## src/rtl/lock_pkg.sv

```systemverilog
package lock_pkg;

    typedef enum logic [1:0] {
        ST_OFF,
        ST_SEEK,
        ST_HALF,
        ST_FULL
    } lock_state_t;

endpackage

```

## src/rtl/edge_sync.sv

```systemverilog
// Two-flop synchronizer followed by a rising-edge detector.
module edge_sync (
    input  logic clk,
    input  logic rst_n,
    input  logic din,
    output logic rise
);
    logic meta_q, sync_q, prev_q;

    always_ff @(posedge clk or negedge rst_n) begin
        if (!rst_n) begin
            meta_q <= 1'b0;
            sync_q <= 1'b0;
            prev_q <= 1'b0;
        end else begin
            meta_q <= din;
            sync_q <= meta_q;
            prev_q <= sync_q;
        end
    end

    assign rise = sync_q & ~prev_q;
endmodule

```

## src/rtl/edge_count.sv

```systemverilog
// Period counter; clear has priority over increment.
module edge_count #(
    parameter int W = 7
) (
    input  logic         clk,
    input  logic         rst_n,
    input  logic         clear,
    input  logic         inc,
    output logic [W-1:0] count
);
    always_ff @(posedge clk or negedge rst_n) begin
        if (!rst_n)
            count <= '0;
        else if (clear)
            count <= '0;
        else if (inc)
            count <= count + W'(1);
    end
endmodule

```

## src/rtl/lock_fsm.sv

```systemverilog
// Two-stage lock state machine with checkpoint strobe.
module lock_fsm
    import lock_pkg::*;
(
    input  logic clk,
    input  logic rst_n,
    input  logic run,
    input  logic div_wr,
    input  logic ckpt,
    input  logic match,
    input  logic at_mid,
    input  logic at_last,
    output logic restart,
    output logic chk_stb,
    output logic lock0,
    output logic lock1
);
    lock_state_t state_q, state_d;
    logic        stb_q;

    always_comb begin
        state_d = state_q;
        unique case (state_q)
            ST_OFF:  if (run) state_d = ST_SEEK;
            ST_SEEK: if (ckpt && match && at_mid) state_d = ST_HALF;
            ST_HALF: begin
                if (ckpt && !match)
                    state_d = ST_SEEK;
                else if (ckpt && match && at_last)
                    state_d = ST_FULL;
            end
            ST_FULL: if (ckpt && !match) state_d = ST_SEEK;
            default: state_d = ST_OFF;
        endcase
        if (div_wr && state_d != ST_OFF)
            state_d = ST_SEEK;
        if (!run)
            state_d = ST_OFF;
    end

    always_ff @(posedge clk or negedge rst_n) begin
        if (!rst_n) begin
            state_q <= ST_OFF;
            stb_q   <= 1'b0;
        end else begin
            state_q <= state_d;
            stb_q   <= run & ckpt;
        end
    end

    always_comb begin
        lock0   = (state_q == ST_HALF) || (state_q == ST_FULL);
        lock1   = (state_q == ST_FULL);
        chk_stb = stb_q;
        restart = !run || div_wr || (ckpt && (!match || at_last));
    end
endmodule

```

## src/rtl/pll_lock_monitor.sv

```systemverilog
// Top: frequency lock detector comparing reference and feedback period counts.
module pll_lock_monitor #(
    parameter int BASE_LOG2 = 4
) (
    input  logic clk,
    input  logic rst_n,
    input  logic lock_en,
    input  logic pwr_down,
    input  logic div_wr,
    input  logic ref_in,
    input  logic fb_in,
    output logic chk_stb,
    output logic lock0,
    output logic lock1
);
    localparam int FIRST_CK = 1 << BASE_LOG2;
    localparam int MID_CK   = 2 * FIRST_CK;
    localparam int LAST_CK  = 4 * FIRST_CK;
    localparam int CNT_W    = $clog2(LAST_CK) + 1;

    logic [1:0]       raw_in;
    logic [1:0]       rise;
    logic             run;
    logic             restart;
    logic [CNT_W-1:0] ref_count, fb_count;
    logic [CNT_W-1:0] ref_next, fb_next;
    logic             at_first, at_mid, at_last, ckpt, match;

    assign raw_in = {fb_in, ref_in};
    assign run    = lock_en & ~pwr_down;

    // index 0: reference, index 1: feedback
    for (genvar g = 0; g < 2; g++) begin : g_sync
        edge_sync u_sync (
            .clk  (clk),
            .rst_n(rst_n),
            .din  (raw_in[g]),
            .rise (rise[g])
        );
    end

    edge_count #(.W(CNT_W)) u_ref_cnt (
        .clk  (clk),
        .rst_n(rst_n),
        .clear(restart),
        .inc  (rise[0]),
        .count(ref_count)
    );

    edge_count #(.W(CNT_W)) u_fb_cnt (
        .clk  (clk),
        .rst_n(rst_n),
        .clear(restart),
        .inc  (rise[1]),
        .count(fb_count)
    );

    assign ref_next = ref_count + CNT_W'(rise[0]);
    assign fb_next  = fb_count + CNT_W'(rise[1]);
    assign at_first = (ref_next == CNT_W'(FIRST_CK));
    assign at_mid   = (ref_next == CNT_W'(MID_CK));
    assign at_last  = (ref_next == CNT_W'(LAST_CK));
    assign ckpt     = rise[0] & (at_first | at_mid | at_last);
    assign match    = (fb_next == ref_next);

    lock_fsm u_fsm (
        .clk    (clk),
        .rst_n  (rst_n),
        .run    (run),
        .div_wr (div_wr),
        .ckpt   (ckpt),
        .match  (match),
        .at_mid (at_mid),
        .at_last(at_last),
        .restart(restart),
        .chk_stb(chk_stb),
        .lock0  (lock0),
        .lock1  (lock1)
    );
endmodule

```

## config.mk

```make
export PLATFORM = sky130hd
export DESIGN_NAME = pll_lock_monitor
export DESIGN_NICKNAME = d
export VERILOG_FILES = /design/src/rtl/lock_pkg.sv /design/src/rtl/edge_sync.sv /design/src/rtl/edge_count.sv /design/src/rtl/lock_fsm.sv /design/src/rtl/pll_lock_monitor.sv
export SDC_FILE = /design/constraint.sdc
export NUM_CORES = 1
export LEC_CHECK = 0
export BUFFER_PORTS_ARGS = -buffer_cell sky130_fd_sc_hd__clkbuf_2
export CAP_MARGIN = 40
export CELL_PAD_IN_SITES_DETAIL_PLACEMENT = 0
export CELL_PAD_IN_SITES_GLOBAL_PLACEMENT = 1
export CORE_AREA = 2 2 78 80
export CTS_BUF_LIST = sky130_fd_sc_hd__clkbuf_8 sky130_fd_sc_hd__clkbuf_16
export DETAILED_ROUTE_END_ITERATION = 8
export DIE_AREA = 0 0 80 82
export GPL_ROUTABILITY_DRIVEN = 1
export GPL_TIMING_DRIVEN = 1
export HOLD_SLACK_MARGIN = 0.03
export PLACE_DENSITY_LB_ADDON = 0.1
export SLEW_MARGIN = 40
export SYNTH_ARGS = -nofsm -noshare
export SYNTH_HDL_FRONTEND = slang
export SYNTH_SLANG_ARGS = --single-unit
```

## constraint.sdc

```tcl
create_clock -name clk -period 3.8 [get_ports clk]
set_input_delay 0.19 -clock clk [delete_from_list [all_inputs] [get_ports clk]]
set_output_delay 0.19 -clock clk [all_outputs]
set_load 0.02 [all_outputs]
```

After elaboration in Yosys (flattened, before gate mapping)

Cells that the tools add are included.

Flip-flop bits (word level): 23
Output and inout bits: 3
Word-level logic and storage cells: 59
Input port bits: 7

Equal/unequal tests: 7
Bitwise logic cells: 10
Reduce and logical (&&, ||, !) cells: 16
Multiplexer cells: 12
Add/subtract/negate cells: 4

Operators with widths:

| kind                  | number |
|---|---|
| $mux W7               | 4 |
| $add A7 B1 Y7         | 2 |
| $add A7 B1 Y7 const B | 2 |
| $mux W2               | 7 |
| $pmux W2 S4           | 1 |
| $eq A7 B5 Y1 const B  | 1 |
| $eq A7 B6 Y1 const B  | 1 |
| $eq A7 B7 Y1          | 1 |
| $eq A7 B7 Y1 const B  | 1 |
| $logic_and A1 B1 Y1   | 6 |
| $reduce_bool A2 Y1    | 3 |
| $and A1 B1 Y1         | 5 |
| $eq A2 B2 Y1 const B  | 2 |
| $logic_or A1 B1 Y1    | 4 |
| $not A1 Y1            | 3 |
| $eq A2 B1 Y1 const B  | 1 |
| $logic_not A1 Y1      | 2 |
| $logic_not A2 Y1      | 1 |
| $or A1 B1 Y1          | 2 |

Logic depth before layout (Yosys ltp)

Gate-level depths: netlist of the first run.

Depth in word-level cells: 16
Gate-level depth with buffers: 11
Gate-level depth less buffers: 9

Modules after synthesis

From an unflattened synthesis of the first run, not the netlist that was laid out.

Cells, all modules: 126
Area, all modules: 1,368.8 um^2

By module, submodules not included:

| module           | times used | area an instance (um^2) | cells each | sequential area each (um^2) |
|---|---|---|---|---|
| edge_count       | 2          | 307.8                   | 29         | 175.2 |
| pll_lock_monitor | 1          | 392.9                   | 43         | 0.0 |
| lock_fsm         | 1          | 182.7                   | 17         | 75.1 |
| edge_sync        | 2          | 88.8                    | 4          | 75.1 |

Worst setup path after synthesis of the first run

No wires, ideal clock.

Path type: reg-to-reg
From: register g_sync[0].u_sync.prev_q
To: register u_fsm.state_q[0]
Arrival: 2,611 ps
Buffers on the path: 1
Cell stages (with the launch flop): 11
Setup time: 136 ps
Slack: 1,053 ps
Period minus slack after synthesis: 2,747 ps
Required time: 3,664 ps
Cell sequence: dfrtp_1 > nor2b_1 > clkbuf_1 > ha_1 > ha_1 > and4_4 > nand2_4 > xor2_4 > or4b_1 > o2bb2ai_1 > a221oi_1

Word-level cells in the longest chain between the ends: 16
Elaborated cells between the ends (all ways): 24
Those cells by class: 1 x add/sub; 4 x eq/ne; 7 x mux; 5 x bitwise; 7 x reduce/logical

Ends and longest elaborated chain:

| item                                         | line                                           | RTL |
|---|---|---|
| start, declared                              | edge_sync.sv:8                                 | `logic meta_q, sync_q, prev_q;` |
| start signal, assigned                       | edge_sync.sv:18                                | `prev_q <= sync_q;` |
| $not A1 Y1 *                                 | edge_sync.sv:22                                | `assign rise = sync_q & ~prev_q;` |
| $and A1 B1 Y1 *                              | edge_sync.sv:22                                |  |
| $add A7 B1 Y7                                | pll_lock_monitor.sv:58                         | `assign ref_next = ref_count + CNT_W'(rise[0]);` |
| $eq A7 B5 Y1 or $eq A7 B6 Y1 (tied branches) | pll_lock_monitor.sv:60, pll_lock_monitor.sv:61 |  |
| $or A1 B1 Y1 (2 in a row)                    | pll_lock_monitor.sv:63                         | `assign ckpt = rise[0] & (at_first \| at_mid \| at_last);` |
| $and A1 B1 Y1                                | pll_lock_monitor.sv:63                         |  |
| $logic_and A1 B1 Y1                          | lock_fsm.sv:25, lock_fsm.sv:29                 |  |
| $logic_and A1 B1 Y1                          | lock_fsm.sv:29                                 | `else if (ckpt && match && at_last)` |
| $mux W2                                      | lock_fsm.sv:29                                 |  |
| $mux W2                                      | lock_fsm.sv:27                                 | `if (ckpt && !match)` |
| $pmux W2 S4 *                                | lock_fsm.sv:23                                 | `unique case (state_q)` |
| $reduce_bool A2 Y1                           | lock_fsm.sv:35                                 | `if (div_wr && state_d != ST_OFF)` |
| $logic_and A1 B1 Y1                          | lock_fsm.sv:35                                 |  |
| $mux W2 *                                    | lock_fsm.sv:35                                 |  |
| $mux W2 *                                    | lock_fsm.sv:37                                 | `if (!run)` |
| via u_fsm.state_d[0]                         | lock_fsm.sv:18                                 | `lock_state_t state_q, state_d;` |
| end signal, assigned                         | lock_fsm.sv:46                                 | `state_q <= state_d;` |
| end, declared                                | lock_fsm.sv:18                                 |  |

The timed path passes the listed nets; every way through them passes the cells marked *.
A chain may end at the register's enable or synchronous reset.

Worst setup path after layout of the first run

From: register g_sync[0].u_sync.sync_q
To: register u_fb_cnt.count[6]

Word-level cells in the longest chain between the ends: 9
Elaborated cells between the ends (all ways): 15
Those cells by class: 1 x add/sub; 4 x eq/ne; 1 x mux; 4 x bitwise; 5 x reduce/logical

Ends and longest elaborated chain:

| item                                          | line                                           | RTL |
|---|---|---|
| start, declared                               | edge_sync.sv:8                                 |  |
| start signal, assigned                        | edge_sync.sv:17                                | `sync_q <= meta_q;` |
| $and A1 B1 Y1 *                               | edge_sync.sv:22                                |  |
| $add A7 B1 Y7                                 | pll_lock_monitor.sv:58                         |  |
| $eq A7 B5 Y1 or $eq A7 B6 Y1 (tied branches)  | pll_lock_monitor.sv:60, pll_lock_monitor.sv:61 |  |
| $or A1 B1 Y1 (2 in a row)                     | pll_lock_monitor.sv:63                         |  |
| $and A1 B1 Y1                                 | pll_lock_monitor.sv:63                         |  |
| $logic_and A1 B1 Y1 *                         | lock_fsm.sv:55                                 | `restart = !run \|\| div_wr \|\| (ckpt && (!match \|\| at_last));` |
| $logic_or A1 B1 Y1 *                          | lock_fsm.sv:55                                 |  |
| $mux W7 or $reduce_bool A2 Y1 (tied branches) | --                                             |  |
| end signal, assigned                          | edge_count.sv:17                               | `count <= count + W'(1);` |
| end, declared                                 | edge_count.sv:9                                | `output logic [W-1:0] count` |

Every way passes the cells marked *; elsewhere a longest branch is shown, timed or not.

==> flow_summary_export.csv, run 1 <==
group,metric,value,unit
outcome,status,"completed",
timing,hold_viol,0,
clock_tree,cts_sinks,23,
final_layout,diodes,0,
clock_tree,cts-root-buf,"clkbuf_8",
route,drt_iter0_drc,39,
logic_synthesis,avgSynthCellArea,10.94,sq um
final_layout,layout-drive-gt1-share,0.2785,
floorplan,fp.dieH,82,um
final_layout,final_area,1827,sq um
final_layout,final_common_cell,"dfrtp_1",
floorplan,initial_core_util,0.2933,
logic_synthesis,yosys_warnings,0,
timing,maxSlewHeadroom,0.5945,
clock_tree,cts_setup_buffers,0,
setup_path,r2r_start,"g_sync[0].u_sync.sync_q",
placed_design,io_buffers,9,
logic_synthesis,yosysSeqAreaShare,0.3415,
timing,drv_slew,0,
power_and_ir_drop,irDropWorstVdd,115.5,uV
timing,worst_hold_slack,0.1861,ns
floorplan,ios,10,
final_layout,multi_input_area,1015,sq um
global_route,antenna_found_initial,0,
setup_path,crit_path_end_kind,"flop",
logic_synthesis,synthMuxAreaShare,0.01188,
power_and_ir_drop,leakage,0.6994,nW
global_route,grt_use_total,0.1151,
route,first_pass_iters,4,
clock_tree,numCtsBuffers,3,
clock_tree,clock_path_buffers,2,
setup_path,worstSetupPathType,"reg -> reg",
setup_path,crit_path_start,"g_sync[0].u_sync.sync_q",
route,via_per_inst,4.601,
logic_synthesis,synth_compound_area_frac,0.07944,
global_route,grt_overflow,0,
power_and_ir_drop,cellPowerDensity,240.8,nW/um^2
hold_path,worstHoldStart,"lock_en",
timing,fmax,0.3397,GHz
setup_path,critPathLaunchType,"flop",
logic_synthesis,syn_nets,167,
global_route,first_global_vias,1137,
clock_tree,ctsHoldBuffers,3,
logic_synthesis,synth_adder_area_share,0.04454,
run,cap_violations,0,
final_layout,ff_latch_area,575.6,sq um
logic_synthesis,synthXorXnorAreaFrac,0.1960,
hold_path,hold_class,"in -> reg",
clock_tree,cts_resized,0,
placed_design,placed_cell_area,1748,sq um
timing,rsz0062_at_grt,"false",
logic_synthesis,syn_area,1685,sq um
route,wl_per_cell,14.09,um
final_layout,stdcell_count,233,
route,wirelength,3282,um
floorplan,die_width,80,um
logic_synthesis,synth_top_family_by_area,"simple AND/OR/NAND/NOR gates",
final_layout,fillers,621,
placed_design,place_congestion,0.7824,
setup_path,cp.arrival,3.07,ns
logic_synthesis,ys_types,47,
logic_synthesis,netlist_instances,154,
timing,tns,0,ns
logic_synthesis,synthSimpleGateAreaFrac,0.2702,
floorplan,die_area,6560,sq um
final_layout,final_core_util,0.3179,
placed_design,dp_slack,0.8139,ns
final_layout,nets,172,
setup_path,cp_data_required_time,3.93,ns
clock_tree,htree_levels,1,
logic_synthesis,synth-main-ff-cell,"dfrtp_1",
global_route,grt_max_degree,24,
clock_tree,cts_tree,"yes",
final_layout,syn_to_final_growth,8.389,%
global_route,grt_pass1_wl,5747,um
timing,setup_viol,0,
timing,tightestPinTransition,0.6083,ns
power_and_ir_drop,p_total,0.4399,mW
logic_synthesis,synthArstFlopShare,1.000,
placed_design,dp.final_hpwl,2462,um
floorplan,core_area,5746,sq um
timing,fin_skew,0.001967,ns
logic_synthesis,synth-edff-count,0,
route,ant_nets,0,
route,drc,0,
timing,period_share,0.7747,
timing,finalWorstSetupSlack,0.8560,ns
placed_design,placedCellCount,226,
final_layout,final_cell_mix,"dfrtp_1, xnor2_1, xor2_1",
clock_tree,worstSkewPairLatency,0.27,ns
route,vias,1072,
setup_path,cp_max_fo,14,
setup_path,r2r_slack,0.86,ns
clock_tree,clkTransAtPathRegs,0.09,ns
timing,period_minus_slack,2.944,ns
logic_synthesis,synth_seq_cells,23,
floorplan,rows,28,
[state kept, by name, summed over array words and instances (netlist names)]
name	cells
g_sync.u_sync.sync_q	2
u_ref_cnt.count	7
u_fsm.state_q	2
g_sync.u_sync.prev_q	2
g_sync.u_sync.meta_q	2
u_fsm.chk_stb	1
u_fb_cnt.count	7
[cell type report]
class | count | area share
timing repair buffer | 14 | 0.04932
sequential | 23 | 0.3151
inverter | 1 | 0.002055
clock buffer | 3 | 0.02260
tap | 75 | 0.05137
multi-input combinational | 116 | 0.5555
clock inverter | 1 | 0.004110
[cells in the mapped netlist, types with 2 or more instances]
master    instances  area [sq um]
nand2_1           9         33.78
and3_1            2         12.51
nor3_2            2         20.02
or2_2             2         12.51
nand3b_1          3         22.52
xor2_2            2         32.53
dfrtp_1          23         575.6
mux2i_1           2         20.02
buf_2             4         20.02
ha_1              6         75.07
clkbuf_1          5         18.77
nor4_2            9         112.6
nand4_1           4         25.02
buf_6             4         45.04
xnor2_2           2         32.53
nor3_1            3         15.01
xor2_1           10         87.58
a31oi_4           2         42.54
nor2_1            7         26.28
nor2b_1           2         12.51
xnor2_1          14         122.6
nor4_1            5         31.28
nand3_1           8         40.04
[cells by family after synthesis]
family / count (synthesis)
buffers and inverters: 15
xor gates and xnor gates: 30
muxes: 2
DFF: 23
and+or+nand+nor: 66
AOI/OAI and AO/OA: 12
adders and majority gates: 6
[path summary, 6_finish.rpt]
kind                                      endpoint  cells after the start
max in group asynchronous            u_fsm.chk_stb                      2
min in group asynchronous  g_sync[1].u_sync.meta_q                      2
setup reg to reg                 u_fb_cnt.count[6]                     10
hold / removal                       u_fsm.chk_stb                      3
setup / recovery                 u_fb_cnt.count[6]                     10
hold reg to reg            g_sync[0].u_sync.sync_q                      0
[where the power goes]
part,total [mW],switching [mW],internal [mW]
Clock,0.158,0.0837,0.0742
Combinational,0.0312,0.0188,0.0124
Sequential,0.251,0.00209,0.249
Total,0.440,0.105,0.335
[critical path: stages, from the launching register on]
cell and delay [ns]:
dfrtp_1 0.35, nor2b_1 0.12, buf_4 0.16, ha_1 0.29
ha_1 0.37, nand3_2 0.19, xor2_2 0.21, nor3_1 0.29
a31oi_4 0.16, a31oi_4 0.53, nor4_1 0.12
[per-layer routing]
layer  share of wire  up-vias  GRT usage
met5               0        -          0
met4          0.0070        0    0.04068
met3           0.013        2    0.01648
met2            0.48        4     0.1900
met1            0.50      518     0.1541
li1                -      548          -
No activity file was read; power rests on OpenSTA's default activity.
==> run 2: changes to the inputs <==
- clock period: 3.8 -> 2.8 ns (I/O delays scaled with it)
==> run 2 against run 1 <==
Net effect:
- sequential share of layout area is 1.4 points lower
- sequential power is 36% higher
- non-clock buffer count is 9 higher
- first-iteration DRC count is 18% lower
==> flow_summary_export.csv, run 2 (synthesized netlist as in run 1, its figures left out) <==
group,metric,value,unit
clock_tree,cts-root-buf,"clkbuf_8",
global_route,grt_overflow,0,
setup_path,cp_max_fo,13,
timing,fin_skew,0.003526,ns
setup_path,worstSetupPathType,"reg -> reg",
setup_path,cp_data_required_time,2.94,ns
run,cap_violations,0,
timing,tns,0,ns
timing,period_share,0.8971,
final_layout,syn_to_final_growth,13.44,%
setup_path,critPathLaunchType,"flop",
route,drt_iter0_drc,32,
floorplan,initial_core_util,0.2933,
timing,rsz0062_at_grt,"false",
global_route,grt_use_total,0.1214,
clock_tree,htree_levels,1,
global_route,grt_pass1_wl,6044,um
floorplan,die_area,6560,sq um
placed_design,place_congestion,0.7438,
final_layout,final_cell_mix,"dfrtp_1, xnor2_1, buf_4",
route,via_per_inst,4.769,
timing,hold_viol,0,
hold_path,worstHoldPathCells,3,
final_layout,ff_latch_area,575.6,sq um
route,ant_nets,0,
power_and_ir_drop,irDropWorstVdd,161.3,uV
placed_design,placedCellCount,235,
floorplan,fp.dieH,82,um
hold_path,hold_class,"in -> reg",
final_layout,layout-drive-gt1-share,0.3353,
timing,worst_hold_slack,0.1241,ns
floorplan,core_area,5746,sq um
final_layout,final_common_cell,"dfrtp_1",
final_layout,diodes,0,
clock_tree,worstSkewPairLatency,0.27,ns
clock_tree,clkTransAtPathRegs,0.09,ns
final_layout,fillers,613,
placed_design,placed_cell_area,1821,sq um
route,wl_per_cell,14.73,um
setup_path,slowest_stage,"dfrtp_1",
timing,fmax,0.3981,GHz
timing,setup_viol,0,
route,wirelength,3564,um
setup_path,worstPathCellList,"nor2b_1 -> ha_1 -> ha_2 -> nor3_2 -> a41oi_2 -> nor3_2 -> a31oi_4 -> buf_4 -> a31oi_4 -> buf_4 -> nor4_1",
clock_tree,clock_path_buffers,2,
route,first_pass_iters,4,
placed_design,dp.final_hpwl,2624,um
timing,tightestPinTransition,0.5932,ns
placed_design,dp_slack,0.1827,ns
clock_tree,cts_tree,"yes",
final_layout,reg_top3,"u_fb_cnt.count x7, u_ref_cnt.count x7",
setup_path,cp.arrival,2.65,ns
global_route,grt_max_degree,24,
clock_tree,cts_sinks,23,
global_route,first_global_vias,1220,
setup_path,rr_worst_depth,11,
route,vias,1154,
floorplan,rows,28,
final_layout,stdcell_count,242,
power_and_ir_drop,leakage,0.7433,nW
power_and_ir_drop,cellPowerDensity,318.5,nW/um^2
floorplan,ios,10,
final_layout,final_core_util,0.3328,
route,drc,0,
global_route,antenna_found_initial,0,
timing,maxSlewHeadroom,0.6046,
setup_path,slowest_delay,0.39,ns
final_layout,multi_input_area,1032,sq um
outcome,status,"completed",
final_layout,final_area,1912,sq um
timing,finalWorstSetupSlack,0.2881,ns
setup_path,crit_path_end_kind,"flop",
placed_design,io_buffers,9,
final_layout,nets,181,
clock_tree,numCtsBuffers,3,
power_and_ir_drop,p_total,0.6089,mW
timing,period_minus_slack,2.512,ns
floorplan,die_width,80,um
timing,drv_slew,0,
[run 2: cell types whose count changed in the layout (fill, tap and decap cells not counted), sizes merged]
cell,before,now
buf,2,11
[run 2: area by class of cell]
class | instances | area share
clock buffers | 3 | 0.02160
clock inverters | 1 | 0.003927
inverters | 1 | 0.001963
multi-input cells | 116 | 0.5399
flip-flops and latches | 23 | 0.3010
well taps | 75 | 0.04908
repair buffers | 23 | 0.08246
[run 2: final timing paths]
kind	from	endpoint	slack [ns]
max	g_sync[0].u_sync.sync_q	u_ref_cnt.count[1]	0.29
min	lock_en	u_fsm.chk_stb	0.12
max reg2reg	g_sync[0].u_sync.sync_q	u_ref_cnt.count[1]	0.29
min reg2reg	g_sync[1].u_sync.meta_q	g_sync[1].u_sync.sync_q	0.36
max in group asynchronous	rst_n	u_fsm.state_q[1]	2.02
min in group asynchronous	rst_n	g_sync[0].u_sync.meta_q	0.40
[run 2: critical path, delay by kind of cell, from the launching register on]
family | cells | cell delay, ns
buffers and inverters | 2 | 0.45
and+or+nand+nor | 4 | 0.74
adders and majority gates | 2 | 0.41
AOI/OAI and AO/OA | 3 | 0.38
DFF | 1 | 0.39
[run 2: metal layers]
layer,track usage,part of all wire,up-vias
li1,-,-,568
met3,0.02088,0.013,8
met2,0.1967,0.45,9
met5,0,0,-
met1,0.1577,0.50,569
met4,0.05763,0.035,0
[run 2: where the power goes]
part | switching [mW] | internal (mW) | total, mW
Sequential | 0.00302 | 0.338 | 0.341
Clock | 0.121 | 0.101 | 0.222
Combinational | 0.0269 | 0.0190 | 0.0460
Total | 0.151 | 0.457 | 0.609
[run 2: timing repair]
item                                    CTS  global route
gates resized for setup                   0             3
setup buffers                             0             0
endpoints found under the setup margin    0            13
endpoints found under the hold margin    25             0
hold buffers                              3             0
